File: config.mk
export PLATFORM = sky130hd
export DESIGN_NAME = vstr_isolate
export DESIGN_NICKNAME = d
export VERILOG_FILES = /design/src/rtl/vstr_pkg.sv /design/src/rtl/vstr_zero_detect.sv /design/src/rtl/vstr_trunc_mask.sv /design/src/rtl/vstr_isolate.sv
export SDC_FILE = /design/constraint.sdc
export NUM_CORES = 1
export LEC_CHECK = 0
export CORE_ASPECT_RATIO = 1.4
export CORE_UTILIZATION = 40
export DETAILED_ROUTE_END_ITERATION = 10
export GPL_ROUTABILITY_DRIVEN = 0
export PLACE_DENSITY = 0.88
export SYNTH_ARGS = -nofsm -noshare
export SYNTH_HDL_FRONTEND = slang
export SYNTH_SLANG_ARGS = --single-unit
export TNS_END_PERCENT = 20
File: constraint.sdc
create_clock -name clk -period 2.75 [get_ports clk]
set_input_delay 0.4125 -clock clk [delete_from_list [all_inputs] [get_ports clk]]
set_output_delay 0.4125 -clock clk [all_outputs]
set_load 0.05 [all_outputs]
File: src/rtl/vstr_pkg.sv
package vstr_pkg;

    localparam int VEC_W   = 128;
    localparam int UNIT_W  = 8;
    localparam int N_SIZES = 3;
    localparam int SEL_W   = 2;

    typedef enum logic [SEL_W-1:0] {
        ESZ_8   = 2'd0,
        ESZ_16  = 2'd1,
        ESZ_32  = 2'd2,
        ESZ_BAD = 2'd3
    } esize_e;

    typedef enum logic [1:0] {
        CC_TERM   = 2'd0,
        CC_NOTERM = 2'd3
    } ccode_e;

    typedef struct packed {
        ccode_e cc;
        logic   err;
    } iso_flags_t;

    function automatic logic size_legal(input logic [SEL_W-1:0] sel, input int n_sizes);
        return int'(sel) < n_sizes;
    endfunction

    function automatic ccode_e cc_of(input logic found);
        return found ? CC_TERM : CC_NOTERM;
    endfunction

endpackage

File: src/rtl/vstr_zero_detect.sv
module vstr_zero_detect #(
    parameter int VEC_W   = vstr_pkg::VEC_W,
    parameter int UNIT_W  = vstr_pkg::UNIT_W,
    parameter int N_SIZES = vstr_pkg::N_SIZES,
    parameter int SEL_W   = vstr_pkg::SEL_W
) (
    input  logic [VEC_W-1:0]          vec,
    input  logic [SEL_W-1:0]          size_sel,
    output logic [VEC_W/UNIT_W-1:0]   term_unit
);
    localparam int N_UNITS = VEC_W / UNIT_W;

    logic [N_UNITS-1:0]              unit_zero;
    logic [N_SIZES-1:0][N_UNITS-1:0] lvl_zero;

    // one flag per smallest unit: all bits zero
    for (genvar u = 0; u < N_UNITS; u++) begin : g_unit
        assign unit_zero[u] = ~|vec[u*UNIT_W +: UNIT_W];
    end

    // per size: a unit is marked when its whole aligned element is zero
    for (genvar s = 0; s < N_SIZES; s++) begin : g_size
        localparam int GRP = 1 << s;
        for (genvar u = 0; u < N_UNITS; u++) begin : g_lvl
            assign lvl_zero[s][u] = &unit_zero[(u / GRP) * GRP +: GRP];
        end
    end

    always_comb begin
        term_unit = '0;
        for (int s = 0; s < N_SIZES; s++) begin
            if (size_sel == SEL_W'(s)) term_unit = lvl_zero[s];
        end
    end

endmodule

File: src/rtl/vstr_trunc_mask.sv
module vstr_trunc_mask #(
    parameter int N_UNITS = vstr_pkg::VEC_W / vstr_pkg::UNIT_W
) (
    input  logic [N_UNITS-1:0] term_unit,
    output logic [N_UNITS-1:0] clr_unit,
    output logic               found
);
    // a unit is cleared when it or any more significant unit is a terminator
    assign clr_unit[N_UNITS-1] = term_unit[N_UNITS-1];
    for (genvar u = N_UNITS - 2; u >= 0; u--) begin : g_chain
        assign clr_unit[u] = term_unit[u] | clr_unit[u+1];
    end

    assign found = clr_unit[0];

endmodule

File: src/rtl/vstr_isolate.sv
module vstr_isolate
    import vstr_pkg::*;
#(
    parameter int VEC_W   = vstr_pkg::VEC_W,
    parameter int UNIT_W  = vstr_pkg::UNIT_W,
    parameter int N_SIZES = vstr_pkg::N_SIZES,
    parameter int SEL_W   = vstr_pkg::SEL_W
) (
    input  logic             clk,
    input  logic             rst,
    input  logic             start,
    input  logic [SEL_W-1:0] esize,
    input  logic [VEC_W-1:0] operand,
    output logic             result_valid,
    output logic [VEC_W-1:0] result,
    output logic [1:0]       cc,
    output logic             size_err
);
    localparam int N_UNITS = VEC_W / UNIT_W;

    logic [N_UNITS-1:0] term_unit;
    logic [N_UNITS-1:0] clr_unit;
    logic               found;
    logic               legal;
    logic [VEC_W-1:0]   nxt_data;
    iso_flags_t         nxt_flags;

    logic               valid_q;
    logic               err_q;
    logic [VEC_W-1:0]   data_q;
    ccode_e             cc_q;

    vstr_zero_detect #(
        .VEC_W   (VEC_W),
        .UNIT_W  (UNIT_W),
        .N_SIZES (N_SIZES),
        .SEL_W   (SEL_W)
    ) u_detect (
        .vec       (operand),
        .size_sel  (esize),
        .term_unit (term_unit)
    );

    vstr_trunc_mask #(
        .N_UNITS (N_UNITS)
    ) u_mask (
        .term_unit (term_unit),
        .clr_unit  (clr_unit),
        .found     (found)
    );

    assign legal = size_legal(esize, N_SIZES);

    for (genvar u = 0; u < N_UNITS; u++) begin : g_apply
        assign nxt_data[u*UNIT_W +: UNIT_W] =
            (clr_unit[u] || !legal) ? '0 : operand[u*UNIT_W +: UNIT_W];
    end

    always_comb begin
        nxt_flags.err = !legal;
        nxt_flags.cc  = legal ? cc_of(found) : CC_NOTERM;
    end

    always_ff @(posedge clk) begin
        if (rst) begin
            valid_q <= 1'b0;
            err_q   <= 1'b0;
            data_q  <= '0;
            cc_q    <= CC_NOTERM;
        end else begin
            valid_q <= start;
            err_q   <= start & nxt_flags.err;
            if (start) begin
                data_q <= nxt_data;
                cc_q   <= nxt_flags.cc;
            end
        end
    end

    assign result_valid = valid_q;
    assign result       = data_q;
    assign cc           = cc_q;
    assign size_err     = err_q;

    AST_VALID_AFTER_START: assert property (@(posedge clk) disable iff (rst)
        start |=> result_valid);
    AST_NO_SPURIOUS_VALID: assert property (@(posedge clk) disable iff (rst)
        !start |=> !result_valid);
    AST_CC_TWO_VALUES: assert property (@(posedge clk) disable iff (rst)
        result_valid |-> (cc == 2'd0 || cc == 2'd3));
    AST_ONLY_CLEARS: assert property (@(posedge clk) disable iff (rst)
        start |=> ((result & ~$past(operand)) == '0));
    AST_ERR_MATCHES_SIZE: assert property (@(posedge clk) disable iff (rst)
        start |=> (size_err == ($past(esize) == 2'd3)));
    AST_HOLD_WITHOUT_START: assert property (@(posedge clk) disable iff (rst)
        !start |=> ($stable(result) && $stable(cc)));
    AST_NOTERM_PASSES: assert property (@(posedge clk) disable iff (rst)
        (result_valid && cc == 2'd3 && !size_err) |-> (result == $past(operand)));

endmodule

==> flow_metrics.py <==
metrics = {
    "clock_network": {
        "cts-root-buf": "clkbuf_16",
        "post_cts_buffers": 0,
        "ctsHoldBuffers": 0,
        "cts_resized": 0,
        "clockBufferDepth": 2,
        "cts-buffers-inserted": 17,
        "path_clk_slew_ps": 60,
        "htree_levels": 4,
        "worstSkewPairLatency_ps": 400,
        "cts.sinks": 131,
        "cts_tree": "yes",
    },
    "synthesis": {
        "netlist_top_cells_area": "dfxtp_1 51%, a22o_1 5.4%, nand2_1 5.2%, a32o_1 4.6%, o31ai_1 3.9%",
        "synth_area_um2": 5174,
        "synth_warnings": 0,
        "yosysTopAreaCell": "dfxtp_1",
        "synthDistinctLibCells": 39,
        "yosysTopAreaCellShare_pct": 50.69,
        "yosys_most_used_dff": "dfxtp_1",
        "synth_cells": 567,
        "synthArstFlopShare_pct": 0,
        "ys_seq_area_share_pct": 50.69,
        "syn_avg_cell_area_um2": 9.125,
        "ys_ff_latch": 131,
        "synthesis.nets": 700,
        "synth-edff-count": 0,
    },
    "setup_path": {
        "critical_path.endpoint_type": "register",
        "crit_fanout": 16,
        "cp_data_arrival_time_ps": 2680,
        "path_class": "input pin to register",
        "cp-start-kind": "input pin",
        "cp_data_required_time_ps": 3050,
        "crit_slowest_cell": "clkdlybuf4s50_1",
        "critPathMaxStageDelay_ps": 440,
        "path_cells": "clkdlybuf4s50_1 > nor4_1 > buf_4 > nand4_1 > nor3_1 > o211ai_1 > and4_1 > a32o_1",
    },
    "global_route": {
        "antenna_found_initial": 0,
        "grt_pass1_wl_um": 26450,
        "grt_use_total_pct": 25.24,
        "overflow": 0,
        "grt_pass1_vias": 5311,
        "grt_max_degree": 80,
    },
    "drt": {
        "dr.pass1.iters": 8,
        "via_per_inst": 5.508,
        "wl_per_cell_um": 17.11,
        "drcViolationCount": 18,
        "drt_iter0_drc": 252,
        "postRouteAntennaNets": 0,
        "vias": 5530,
        "wl_um": 17180,
    },
    "sta": {
        "tightest_slew_ps": 585.7,
        "min_period_ps": 2380,
        "hold_slack_ps": 331.6,
        "hold_violations": 0,
        "fin_skew_ps": 0,
        "rsz0062_at_grt": "false",
        "slew_viol_final": 0,
        "period_share_pct": 86.54,
        "fmax_mhz": 420.2,
        "relSlewSlack_pct": 60.95,
        "setup_viol": 0,
        "setup_ws_ps": 370.1,
    },
    "placed_design": {
        "place_hpwl_um": 12740,
        "portBuffers": 264,
        "place_ws_ps": -77.23,
        "dp.cells": 972,
    },
    "die": {
        "core_um2": 12490,
        "rows": 48,
        "die-area_um2": 13400,
        "chipHeight_um": 136.6,
        "die_w_um": 98.12,
        "io_pins": 265,
        "initial_core_util_pct": 41.42,
    },
    "power_and_ir_drop": {
        "powerDensity_nw_per_um2": 625.4,
        "leakage_nw": 3.307,
        "power_w": 0.005487,
        "ir_drop_mv": 0.3248,
    },
    "layout": {
        "regArea_um2": 2623,
        "n_antenna_cell": 0,
        "final_cells": 1004,
        "drive_above_1_share_pct": 8.665,
        "layout.nets": 974,
        "final_cell_mix": "263 x clkdlybuf4s50_1, 131 x dfxtp_1, 71 x nand2_1, 32 x a22o_1",
        "num-fill-cells": 947,
        "multi_input_comb_area_um2": 2235,
        "synthToLayoutAreaGrowth_pct": 69.58,
        "layout_commonest_cell": "clkdlybuf4s50_1",
    },
    "run_status": {
        "status": "finished, violations left",
        "violations": "DRC",
    },
    "worst_hold_path": {
        "timing.hold.worst.class": "input pin to register",
    },
    "job": {
        "maxCapViolCount": 0,
    },
}
-- where the power goes --
group	leakage, nW	internal [W]	switching, W
logic	1.94	0.000454	0.000622
clock network	0.293	0.00147	0.000889
registers	1.08	0.00200	0.0000519
-- synthesized netlist by cell type (2+ instances only) --
| cell type | n |
|---|---|
| a31oi_1 | 18 |
| clkbuf_1 | 31 |
| nand3_1 | 19 |
| inv_1 | 26 |
| buf_6 | 6 |
| maj3_1 | 2 |
| or2_1 | 2 |
| nor2b_1 | 16 |
| nand2_1 | 71 |
| a32o_1 | 24 |
| dfxtp_1 | 131 |
| nor4_1 | 29 |
| nor2_1 | 30 |
| or4_1 | 4 |
| o21ai_0 | 14 |
| a22o_1 | 32 |
| and2_1 | 2 |
| buf_2 | 5 |
| buf_1 | 2 |
| a2bb2oi_1 | 9 |
| nor3_1 | 4 |
| o31ai_1 | 27 |
| and4_1 | 2 |
| a21oi_1 | 29 |
| nand4_1 | 18 |
-- cell type report --
class | count | area share, %
sequential | 131 | 29.89
clock inverter | 13 | 1.968
inverter | 28 | 1.198
tap | 150 | 2.139
timing repair buffer | 300 | 34.28
clock buffer | 19 | 5.048
multi-input combinational | 363 | 25.47
-- worst paths after layout --
path	from	end	slack, ps	depth (start not counted)
worst max register to register	result[121]$_SDFFE_PP0P_	result[121]$_SDFFE_PP0P_	1960	3
worst min register to register	result[20]$_SDFFE_PP0P_	result[20]$_SDFFE_PP0P_	450	2
worst max-delay path	operand[33]	result[40]$_SDFFE_PP0P_	370	8
worst min-delay path	start	size_err$_SDFF_PP0_	330	3
-- state kept, by name, indices dropped and copies added, names as in the netlist --
name and count:
result 128, result_valid 1, cc 1, size_err 1
-- per-layer routing --
metal	vias to the layer above	global-route usage, %	part of all wire, %
li1	2665	-	-
met1	2599	26.85	38
met2	229	46.13	52
met3	37	6.691	6.3
met4	0	12.21	3.3
met5	-	0	0
-- worst max-delay path: cells and delay by family --
| kind | cells | cell delay (ps) |
|---|---|---|
| AOI/OAI and AO/OA | 2 | 470 |
| and+or+nand+nor | 4 | 1160 |
| buffers and inverters | 2 | 630 |
-- through the flow --
stage / area, µm² / util, % / setup TNS, ps
after floorplan: 5174 / - / 0
after global placement: 8158 / 65.30 / -1682
after detailed placement: 8158 / 65.30 / -1680
after CTS: 8773 / 70.23 / 0
after global routing: 8773 / 70.23 / 0
final: 8773 / 70.23 / 0
-- kinds of logic (layout without fill, tap and decap cells) --
group | Yosys count | in the layout | synth area share, %
flops | 131 | 131 | 50.69
compound gates | 163 | 163 | 23.87
simple gates | 198 | 198 | 18.69
fa+ha+maj | 2 | 2 | 0.3870
buf+inv | 73 | 360 | 6.360
Note: power is estimated with default switching activity, not from simulation.
